File: src/rtl/pcm_pkg.sv
package pcm_pkg;
  localparam int HDR_W = 14;
  localparam int SRC_W = 4;
  localparam logic [5:0] CORR_TCODE = 6'b100001;

  typedef enum logic [3:0] {
    EC_MODE_SW = 4'd0,
    EC_TRC_OFF = 4'd1,
    EC_LOW_PWR = 4'd2
  } ecode_e;

  // request slots, lowest index wins
  localparam int SLOT_OFF = 0;
  localparam int SLOT_FOL = 1;
  localparam int SLOT_LP  = 2;
  localparam int SLOT_SW  = 3;
  localparam int NUM_SLOT = 4;

  function automatic ecode_e slot_code(input logic [NUM_SLOT-1:0] g);
    ecode_e c;
    c = EC_MODE_SW;
    if (g[SLOT_OFF]) c = EC_TRC_OFF;
    else if (g[SLOT_LP]) c = EC_LOW_PWR;
    return c;
  endfunction
endpackage

File: src/rtl/pcm_event_latch.sv
module pcm_event_latch
  import pcm_pkg::*;
(
  input  logic                clk,
  input  logic                rst_n,
  input  logic                lp_enter,
  input  logic                trc_off,
  input  logic                mode_sw,
  input  logic                sw_cause,
  input  logic                hist_mode,
  input  logic [NUM_SLOT-1:0] take,
  output logic [NUM_SLOT-1:0] pend
);
  logic sw_seen;
  logic loud_sw;
  logic quiet_sw;
  logic [NUM_SLOT-1:0] raise;

  assign loud_sw  = mode_sw && (!sw_cause || hist_mode);
  assign quiet_sw = mode_sw && sw_cause && !hist_mode;

  always_comb begin
    raise = '0;
    raise[SLOT_OFF] = trc_off;
    raise[SLOT_FOL] = trc_off && (sw_seen || quiet_sw);
    raise[SLOT_LP]  = lp_enter;
    raise[SLOT_SW]  = loud_sw;
  end

  always_ff @(posedge clk) begin
    if (!rst_n) begin
      pend    <= '0;
      sw_seen <= 1'b0;
    end else begin
      pend <= (pend & ~take) | raise;
      if (trc_off)
        sw_seen <= 1'b0;
      else if (quiet_sw)
        sw_seen <= 1'b1;
      else if (take[SLOT_SW])
        sw_seen <= 1'b0;
    end
  end
endmodule

File: src/rtl/pcm_arbiter.sv
module pcm_arbiter #(
  parameter int N = 4
) (
  input  logic [N-1:0] req,
  output logic [N-1:0] grant,
  output logic         any
);
  always_comb begin
    grant = '0;
    for (int i = N - 1; i >= 0; i--) begin
      if (req[i]) begin
        grant    = '0;
        grant[i] = 1'b1;
      end
    end
  end
  assign any = |req;
endmodule

File: src/rtl/pcm_packer.sv
module pcm_packer
  import pcm_pkg::*;
#(
  parameter int CNT_W  = 8,
  parameter int HIST_W = 32,
  parameter int DATA_W = HDR_W + CNT_W + HIST_W,
  parameter int LEN_W  = $clog2(DATA_W + 1)
) (
  input  logic [CNT_W-1:0]  cnt,
  input  logic [HIST_W-1:0] hist,
  input  logic [SRC_W-1:0]  src,
  input  ecode_e            code,
  output logic [DATA_W-1:0] data,
  output logic [LEN_W-1:0]  len
);
  localparam int MAX_W = (CNT_W > HIST_W) ? CNT_W : HIST_W;

  function automatic logic [LEN_W-1:0] sig_len(input logic [MAX_W-1:0] v);
    logic [LEN_W-1:0] n;
    n = LEN_W'(1);
    for (int i = 0; i < MAX_W; i++)
      if (v[i]) n = LEN_W'(i + 1);
    return n;
  endfunction

  logic [LEN_W-1:0] cnt_len;
  logic [LEN_W-1:0] hist_len;

  assign cnt_len  = sig_len(MAX_W'(cnt));
  assign hist_len = sig_len(MAX_W'(hist));
  assign len      = LEN_W'(HDR_W) + cnt_len + hist_len;

  always_comb begin
    data = '0;
    data[5:0]   = CORR_TCODE;
    data[9:6]   = src;
    data[13:10] = code;
    data = data | (DATA_W'(cnt) << HDR_W)
                | (DATA_W'(hist) << (LEN_W'(HDR_W) + cnt_len));
  end
endmodule

File: src/rtl/trace_corr_msg_gen.sv
module trace_corr_msg_gen
  import pcm_pkg::*;
#(
  parameter int CNT_W  = 8,
  parameter int HIST_W = 32,
  localparam int DATA_W = HDR_W + CNT_W + HIST_W,
  localparam int LEN_W  = $clog2(DATA_W + 1)
) (
  input  logic              clk,
  input  logic              rst_n,
  input  logic              lp_enter,
  input  logic              trc_off,
  input  logic              mode_sw,
  input  logic              sw_cause,
  input  logic              hist_mode,
  input  logic [SRC_W-1:0]  src_id,
  input  logic [CNT_W-1:0]  insn_cnt,
  input  logic [HIST_W-1:0] br_hist,
  output logic              msg_valid,
  input  logic              msg_ready,
  output logic [DATA_W-1:0] msg_data,
  output logic [LEN_W-1:0]  msg_len,
  output logic              acc_clr
);
  logic [NUM_SLOT-1:0] pend;
  logic [NUM_SLOT-1:0] grant;
  logic [NUM_SLOT-1:0] take;
  logic                any_pend;
  logic                load;
  logic                accept;
  ecode_e              cur_code;
  logic [DATA_W-1:0]   pk_data;
  logic [LEN_W-1:0]    pk_len;

  pcm_event_latch u_latch (
    .clk       (clk),
    .rst_n     (rst_n),
    .lp_enter  (lp_enter),
    .trc_off   (trc_off),
    .mode_sw   (mode_sw),
    .sw_cause  (sw_cause),
    .hist_mode (hist_mode),
    .take      (take),
    .pend      (pend)
  );

  pcm_arbiter #(.N(NUM_SLOT)) u_arb (
    .req   (pend),
    .grant (grant),
    .any   (any_pend)
  );

  assign load     = any_pend && !msg_valid;
  assign take     = load ? grant : '0;
  assign cur_code = slot_code(grant);
  assign accept   = msg_valid && msg_ready;
  assign acc_clr  = accept;

  pcm_packer #(.CNT_W(CNT_W), .HIST_W(HIST_W)) u_pack (
    .cnt  (insn_cnt),
    .hist (br_hist),
    .src  (src_id),
    .code (cur_code),
    .data (pk_data),
    .len  (pk_len)
  );

  always_ff @(posedge clk) begin
    if (!rst_n) begin
      msg_valid <= 1'b0;
      msg_data  <= '0;
      msg_len   <= '0;
    end else if (load) begin
      msg_valid <= 1'b1;
      msg_data  <= pk_data;
      msg_len   <= pk_len;
    end else if (accept) begin
      msg_valid <= 1'b0;
    end
  end
endmodule

File: config.mk
export PLATFORM = sky130hd
export DESIGN_NAME = trace_corr_msg_gen
export DESIGN_NICKNAME = d
export VERILOG_FILES = /design/src/rtl/pcm_pkg.sv /design/src/rtl/pcm_event_latch.sv /design/src/rtl/pcm_arbiter.sv /design/src/rtl/pcm_packer.sv /design/src/rtl/trace_corr_msg_gen.sv
export SDC_FILE = /design/constraint.sdc
export NUM_CORES = 1
export LEC_CHECK = 0
export ABC_AREA = 1
export BUFFER_PORTS_ARGS = -buffer_cell sky130_fd_sc_hd__buf_2
export CELL_PAD_IN_SITES_DETAIL_PLACEMENT = 0
export CELL_PAD_IN_SITES_GLOBAL_PLACEMENT = 1
export CORE_MARGIN = 10
export CORE_UTILIZATION = 30
export DETAILED_ROUTE_END_ITERATION = 12
export GPL_TIMING_DRIVEN = 1
export PLACE_DENSITY = 0.78
export SLEW_MARGIN = 10
export SYNTH_ARGS = -nofsm -noshare
export SYNTH_HDL_FRONTEND = slang
export SYNTH_HIERARCHICAL = 1
export SYNTH_SLANG_ARGS = --single-unit
export TNS_END_PERCENT = 1
File: constraint.sdc
create_clock -name clk -period 3.45 [get_ports clk]
set_clock_uncertainty 0.05 [all_clocks]
set_input_delay 0.69 -clock clk [delete_from_list [all_inputs] [get_ports clk]]
set_output_delay 0.69 -clock clk [all_outputs]
set_load 0.03 [all_outputs]
Word-level counts from Yosys, hierarchy flattened:

Index checks and enable logic that the tools add are counted.

* reductions and logical operators: 15
* shift-type cells: 1
* mux-type cells: 49
* $add $sub $neg: 2
* bitwise gates (word level): 6

Operator list (number)
* 5-bit 2-to-1 mux: 16
* 54-bit OR: 1
* 32-bit by 6-bit << shifter with 54-bit output: 1
* 4-bit 2-to-1 mux: 13
* 6-bit 2-to-1 mux: 7
* 12-bit by 22-bit OR with 22-bit output: 1
* 3-bit 2-to-1 mux: 4
* 2-bit 2-to-1 mux: 5
* 4-bit by 6-bit adder with 6-bit output (first input constant): 1
* 6-bit adder: 1
* 1-bit logical AND: 6
* 4-bit AND: 1
* 1-bit 2-to-1 mux: 4
* 4-bit inverter: 1
* 4-bit OR: 1
* 2-bit nonzero test: 2
* 4-bit OR reduction: 1
* 1-bit logical NOT: 3
* 1-bit logical OR: 2
* 2-bit OR reduction: 1
* 1-bit inverter: 1

* output and inout bits: 62
* input bits: 52
* register bits after elaboration: 66
* logic and storage cells: 78

Depth between registers and ports, before layout:

Gate-level depths: netlist of run 1.

* depth after elaboration: 32
* mapped depth: 41
* mapped depth without buffers: 41

By module:

The synthesis of run 1 kept the hierarchy.

Modules (own cells, without submodules)
* trace_corr_msg_gen: cells an instance 405, seq. area each 1221.2 µm², area each 2636.3 µm², instances 1
* pcm_packer: cells an instance 524, seq. area each 0.0 µm², area each 2567.5 µm², instances 1
* pcm_event_latch: cells an instance 29, seq. area each 100.1 µm², area each 206.4 µm², instances 1
* pcm_arbiter: cells an instance 12, seq. area each 0.0 µm², area each 51.3 µm², instances 1

Least setup slack after synthesis of run 1:

OpenSTA, ideal clock, no wires.

* kind: input to register
* from: input insn_cnt[3]
* to: register msg_len[5]
* required time: 3.336 ns
* setup time: 0.064 ns
* path buffers: 3
* slack: -0.289 ns
* cell stages on the path: 22
* arrival: 3.625 ns
* cell sequence: nor2_1 -> inv_1 -> a21oi_1 -> nor3_2 -> nor2_4 -> inv_2 -> buf_2 -> ha_1 -> inv_1 -> clkbuf_1 -> clkbuf_1 -> ha_1 -> nand2_1 -> nor2_1 -> a211oi_1 -> o21bai_1 -> a21oi_1 -> xor2_1 -> inv_1 -> nand3_1 -> nand2_1 -> nor2_1

* word-level cells in the longest chain between the ends: 7

Ends and longest elaborated chain
* start, declared: RTL line trace_corr_msg_gen.sv:17 `input logic [CNT_W-1:0] insn_cnt,`
* 6-bit 2-to-1 mux (5 in series): RTL line pcm_packer.sv:22 `if (v[i]) n = LEN_W'(i + 1);`
* 4-bit by 6-bit adder with 6-bit output: RTL line pcm_packer.sv:31 `assign len = LEN_W'(HDR_W) + cnt_len + hist_len;`
* 6-bit adder: RTL line pcm_packer.sv:31
* named net pk_len[5]: RTL line trace_corr_msg_gen.sv:33 `logic [LEN_W-1:0] pk_len;`
* end signal, assigned: RTL line trace_corr_msg_gen.sv:76 `msg_len <= pk_len;`
* end, declared: RTL line trace_corr_msg_gen.sv:22 `output logic [LEN_W-1:0] msg_len,`

The timed path passes the listed nets, and every way through them passes these cells.
A chain may end at the register's enable or synchronous reset.

Final worst setup path of run 1:

* from: input br_hist[2]
* to: register msg_len[4]

* word-level cells in the longest chain between the ends: 31

Ends and longest elaborated chain
* start, declared: RTL line trace_corr_msg_gen.sv:18 `input logic [HIST_W-1:0] br_hist,`
* 2-bit 2-to-1 mux: RTL line pcm_packer.sv:22
* 3-bit 2-to-1 mux (4 in series): RTL line pcm_packer.sv:22
* 4-bit 2-to-1 mux (8 in series): RTL line pcm_packer.sv:22
* 5-bit 2-to-1 mux (16 in series): RTL line pcm_packer.sv:22
* 6-bit 2-to-1 mux: RTL line pcm_packer.sv:22
* 6-bit adder: RTL line pcm_packer.sv:31
* named net pk_len[4]: RTL line trace_corr_msg_gen.sv:33

The timed path passes the listed nets, and every way through them passes these cells.

==> qor.tcl, run 1 <==
set qor(status) {completed}
set qor(avgRoutedWirePerCell_um) 13.4
set qor(synth_seq_area_share_pct) 24.2
set qor(post-route-drc-count) 0
set qor(drive_above_1_share_pct) 17.7
set qor(nets) 1132
set qor(cts_inserted_buffers) 9
set qor(cts.reportedPaths.clkPinSlew_ns) 0.05
set qor(setup_viol_count_final) 0
set qor(synthTopCellsByCount) {255 x nand2_1, 151 x nor2_1, 139 x inv_1}
set qor(critPathArrivalTime_ns) 3.42
set qor(tightestPinTransition_ns) 0.952
set qor(initial_cell_density_of_the_core_pct) 30.4
set qor(rsz0062_at_grt) {true}
set qor(grt_overflow_total) 0
set qor(critical_path.reg2reg.startpoint) {u_latch/pend[0]}
set qor(synthesis.yosys.warnings) 6
set qor(period_needed_ns) 3.20
set qor(die_width_um) 155
set qor(synth_top_area_share_pct) 24.2
set qor(die_area_um2) 24000
set qor(rows) 49
set qor(final_hold_viol_count) 0
set qor(final_core_util_pct) 36.9
set qor(syn_area_per_cell_um2) 5.63
set qor(ios) 114
set qor(worst-endpoint-required_ns) 3.67
set qor(initialDrtViolationCount) 365
set qor(global_route_wire_length_before_repair_um) 29300
set qor(antenna_left) 0
set qor(count_of_flip_flops_with_a_built_in_enable_after_synthesis) 0
set qor(whs_ns) 0.407
set qor(synth_most_common_cell) {nand2_1}
set qor(clock-sinks) 66
set qor(hold_start) {u_latch/sw_seen}
set qor(grtUsageTotal_pct) 14.7
set qor(number_of_global_route_vias_before_repair) 5718
set qor(power.ir.vdd_worst_mv) 0.413
set qor(crit_type) {input port to flip-flop}
set qor(first_pass_iters) 5
set qor(ctsHoldBuffers) 0
set qor(worstSkewPairLatency_ns) 0.33
set qor(drt_wl_total_um) 17500
set qor(timing.critical_path.from) {br_hist[2]}
set qor(hold_class) {flip-flop to flip-flop}
set qor(post-dp-hpwl_um) 14100
set qor(place.gp.congestion) 0.956
set qor(clk_path_buf_depth) 2
set qor(cts_root_buffer_type) {clkbuf_16}
set qor(timing.critical_path.fanout_max) 2
set qor(timing.fmax_mhz) 313
set qor(synth.area.top_cells) {dfxtp_1 24%, nand2_1 18%, nor2_1 10%}
set qor(timing.critical_path.to_type) {flip-flop}
set qor(cell_leakage_power_nw) 3.62
set qor(worst_setup_timing_slack_at_the_placement_stage_ns) -0.205
set qor(via_count) 5960
set qor(netlist_area_um2) 5460
set qor(antenna_found_initial) 0
set qor(grt_max_degree) 66
set qor(crit_path_start_kind) {input port}
set qor(setup-tns-final_ns) 0
set qor(port_buffers) 113
set qor(worst_path_largest_cell_delay_ns) 0.39
set qor(yosys_most_used_dff) {dfxtp_1}
set qor(design.core.area_um2) 18000
set qor(synth_cell_types) 42
set qor(maxCapViolCount) 0
set qor(ys_ff_latch) 66
set qor(via_count_normalized_by_instance_count) 4.56
set qor(final_critical_path_setup_slack_ns) 0.253
set qor(maxSlewViolCount) 0
set qor(areaGrowthSynthToFinish_pct) 21.5
set qor(synthCells) 970
set qor(report.power.total_mw) 3.19
set qor(dieHeight_um) 155
set qor(ctsHtreeMaxLevel) 3
set qor(timing.critical_path.mode_cell) {nand2_1}
set qor(worst_path_max_delay_cell) {fa_2}
set qor(synth_async_sr_flop_share_pct) 0
set qor(antenna_cells_inserted) 0
set qor(power_density_nw_per_um2) 481
set qor(synth.largest_area_cell) {dfxtp_1}
set qor(cts_tree) {built}
set qor(timing.slew.headroom_pct) 36.4
set qor(timing.final.crit_share_pct) 92.7
worst max-delay path: cells and delay by family:
kind                     cells  cell delay, ns
XOR/XNOR                     1            0.14
AND/OR/NAND/NOR             31            1.57
adder cells (fa/ha/maj)      2            0.55
buffers and inverters        4            0.23
AO/OA/AOI/OAI                2            0.26
power by group:
part	internal [mW]	leakage [nW]	switching [mW]
combinational	0.448	2.93	0.924
sequential	0.872	0.548	0.0578
clock	0.572	0.142	0.314
per-stage QoR:
step / std cells / instance area [µm²]
after global routing: 1306 / 6630
after detailed placement: 1291 / 6340
after CTS: 1306 / 6620
final: 1306 / 6630
after global placement: 1291 / 6340
after floorplan: 973 / 5500
state kept, by name, summed over array words and instances, names as in the netlist:
register         count
msg_valid            1
msg_data            54
u_latch/pend         4
u_latch/sw_seen      1
msg_len              6
area by class of cell:
type,count,area (µm²)
fillers,2093,11300
inverters,146,548
clock buffers,12,246
multi-input cells,697,3300
flip-flops and latches,66,1320
repair buffers,153,891
well taps,229,287
clock inverters,3,40.0
worst paths after layout:
path	depth (start not counted)	slack, ns	to
setup / recovery	40	0.25	msg_len[4]
hold / removal	2	0.41	u_latch/sw_seen
setup reg to reg	7	1.51	msg_data[50]
hold reg to reg	2	0.41	u_latch/sw_seen
cells by family (layout without fill, tap and decap cells):
family	count (synthesis)	in the layout	share of synthesized area, %
flip-flops	66	66	24.2
AND/OR/NAND/NOR	496	496	36.9
adder cells (fa/ha/maj)	7	7	1.74
AO/OA/AOI/OAI	166	166	16.7
multiplexers	17	17	3.12
other	3	6	0.206
buffers and inverters	210	314	16.4
XOR/XNOR	5	5	0.802
placed cells by master (no fill, tap or decap), drive strengths merged, types with 3 or more instances in the layout:
master  count
nand2     256
nor2      153
buf       153
inv       146
o21ai     125
nand3      72
dfxtp      66
mux2i      17
a21oi      13
clkbuf     12
o21bai      8
nor3        7
conb        6
ha          6
nor4        5
o22ai       5
xor2        3
o311ai      3
metal layers:
layer	GRT usage, %	up-vias	wire length [µm]
li1	-	3221	-
met1	18.9	2599	8320
met2	23.9	121	8020
met3	3.58	19	943
met4	3.82	0	259
met5	0	-	0
repair_timing:
item,CTS,global route
hold endpoints to repair,0,0
setup buffers,0,0
resized for setup,0,5
setup endpoints to repair,0,5
Note: power is estimated with default switching activity, not from simulation.
==> inputs of run 2 (changes only) <==
--- a/config.mk
+++ b/config.mk
@@ -13,6 +13,7 @@
 export CORE_UTILIZATION = 30
 export DETAILED_ROUTE_END_ITERATION = 12
 export GPL_TIMING_DRIVEN = 1
+export MAX_ROUTING_LAYER = met4
 export PLACE_DENSITY = 0.78
 export SLEW_MARGIN = 10
 export SYNTH_ARGS = -nofsm -noshare
==> run 2 against run 1 <==
Global-route usage grew 0.39 points. Highest routed layer unchanged. Clock-buffer cell count shrank 3. Via count grew 0.70%. Die area is the same. Sequential cell count is the same. Critical endpoint is now msg_len[5]. Largest cell class unchanged. Register-to-register slack is essentially flat. Hold slack gained 0.0045 ns. Core utilization grew 0.14 points. Final area grew 0.38%. Final cell count is the same. Combinational power is essentially flat.
==> qor.tcl, run 2 (same netlist as run 1, synthesis figures left out) <==
set qor(status) {completed}
set qor(layout.cells.most_common_list) {254 x nand2_1, 151 x nor2_1, 137 x inv_1, 113 x buf_2, 82 x o21ai_0}
set qor(whs_ns) 0.411
set qor(first_pass_iters) 5
set qor(seq_area_um2) 1320
set qor(antenna_cells_inserted) 0
set qor(ctsHtreeMaxLevel) 3
set qor(cts.reportedPaths.clkPinSlew_ns) 0.06
set qor(timing.critical_path.to_type) {flip-flop}
set qor(power.ir.vdd_worst_mv) 0.478
set qor(period_needed_ns) 3.25
set qor(post-dp-hpwl_um) 14000
set qor(largest_registers) {msg_data x54, msg_len x6, u_latch/pend x4}
set qor(combined_area_of_the_multi_input_logic_cells_um2) 3300
set qor(port_buffers) 113
set qor(avgRoutedWirePerCell_um) 13.4
set qor(dieHeight_um) 155
set qor(areaGrowthSynthToFinish_pct) 21.9
set qor(clock-sinks) 66
set qor(crit_type) {input port to flip-flop}
set qor(maxSlewViolCount) 0
set qor(grtUsageTotal_pct) 15.1
set qor(cts_tree) {built}
set qor(crit_path_start_kind) {input port}
set qor(via_count_normalized_by_instance_count) 4.60
set qor(antenna_found_initial) 0
set qor(worst-endpoint-required_ns) 3.68
set qor(worstSkewPairLatency_ns) 0.34
set qor(timing.critical_path.fanout_max) 2
set qor(antenna_left) 0
set qor(maxCapViolCount) 0
set qor(largest_reg_flops) 54
set qor(clk_path_buf_depth) 2
set qor(initialDrtViolationCount) 385
set qor(fillerInstances) 2083
set qor(final_common_cell) {nand2_1}
set qor(drt_wl_total_um) 17600
set qor(initial_cell_density_of_the_core_pct) 30.4
set qor(nets) 1131
set qor(drive_above_1_share_pct) 18.1
set qor(setup_viol_count_final) 0
set qor(number_of_global_route_vias_before_repair) 5812
set qor(hold_class) {flip-flop to flip-flop}
set qor(design.core.area_um2) 18000
set qor(critPathArrivalTime_ns) 3.48
set qor(rows) 49
set qor(timing.final.crit_share_pct) 94.3
set qor(timing.reg2reg.worst_path_depth) 7
set qor(grt_max_degree) 66
set qor(whs_path_depth) 2
set qor(power_density_nw_per_um2) 484
set qor(timing.fmax_mhz) 307
set qor(setup-tns-final_ns) 0
set qor(ios) 114
set qor(cell_leakage_power_nw) 3.62
set qor(global_route_wire_length_before_repair_um) 29300
set qor(place.gp.congestion) 0.925
set qor(final_hold_viol_count) 0
set qor(die_area_um2) 24000
set qor(grt_overflow_total) 0
set qor(rsz0062_at_grt) {true}
set qor(cts_inserted_buffers) 9
set qor(timing.slew.headroom_pct) 35.5
set qor(die_width_um) 155
set qor(post-route-drc-count) 0
set qor(tightestPinTransition_ns) 0.966
set qor(reg_with_most_ffs) {msg_data}
set qor(cts_root_buffer_type) {clkbuf_16}
set qor(via_count) 6002
==> run 2: cell count changes in the layout (fill, tap and decap cells not counted), moves of 2 or more <==
cell        before  now
clkinvlp_4       0    3
buf_4           38   36
clkbuf_1         2    0
clkinv_4         0    2
clkinv_2         2    0
==> run 2: stage by stage <==
step	worst slack, ns	instance area, µm²	util [%]	power [mW]	instances
global route	-0.225	6660	37.1	3.46	1306
finish	0.196	6660	37.1	3.22	1306
detailed placement	-0.225	6330	35.3	2.32	1289
floorplan	0.0407	5500	-	1.90	973
global placement	-0.220	6330	35.3	2.31	1289
CTS	0.132	6640	37.0	3.25	1305
==> run 2: routing by layer <==
layer / routed length (µm) / up-vias / GRT usage, % / share of wire (%)
li1: - / 3226 / - / -
met1: 8350 / 2625 / 18.9 / 48
met2: 8030 / 135 / 24.1 / 46
met3: 900 / 16 / 2.81 / 5.1
met4: 274 / 0 / 4.50 / 1.6
met5: 0 / - / - / 0
==> run 2: worst paths after layout <==
kind | from | endpoint | slack [ns]
min reg2reg | u_latch/sw_seen | u_latch/sw_seen | 0.41
min | u_latch/sw_seen | u_latch/sw_seen | 0.41
max reg2reg | u_latch/pend[0] | msg_data[0] | 1.51
max | br_hist[2] | msg_len[5] | 0.20
==> run 2: worst max-delay path: stages <==
cell	delay, ns
buf_2	0.10
inv_2	0.04
buf_4	0.12
a211oi_1	0.22
o311ai_0	0.17
nand3_1	0.11
nand3_1	0.07
nand3_1	0.07
nand3_1	0.06
nand3_1	0.07
nand3_1	0.06
nand3_1	0.07
nand4_1	0.07
a31oi_1	0.23
ha_1	0.28
nand2_1	0.06
nor2_1	0.04
a211oi_2	0.24
o21bai_1	0.13
a21oi_2	0.15
xor2_1	0.14
inv_1	0.05
nand3_1	0.06
nand2_1	0.07
nor2_1	0.09
==> run 2: what timing repair did <==
item / in CTS / in global routing
buffers inserted: 0 / 1
endpoints found under the setup margin: 0 / 5
gates resized for setup: 0 / 7
hold buffers: 0 / 0
==> run 2: final cells by class <==
class / instances / area share [%]
timing repair buffer: 152 / 13.5
multi-input combinational: 697 / 49.6
inverter: 146 / 8.23
tap: 229 / 4.30
clock buffer: 9 / 3.38
sequential: 66 / 19.8
clock inverter: 7 / 1.18
==> run 2: power breakdown <==
group / internal, mW / switching (mW)
registers: 0.871 / 0.0582
logic: 0.448 / 0.923
clock network: 0.563 / 0.357
total: 1.88 / 1.34
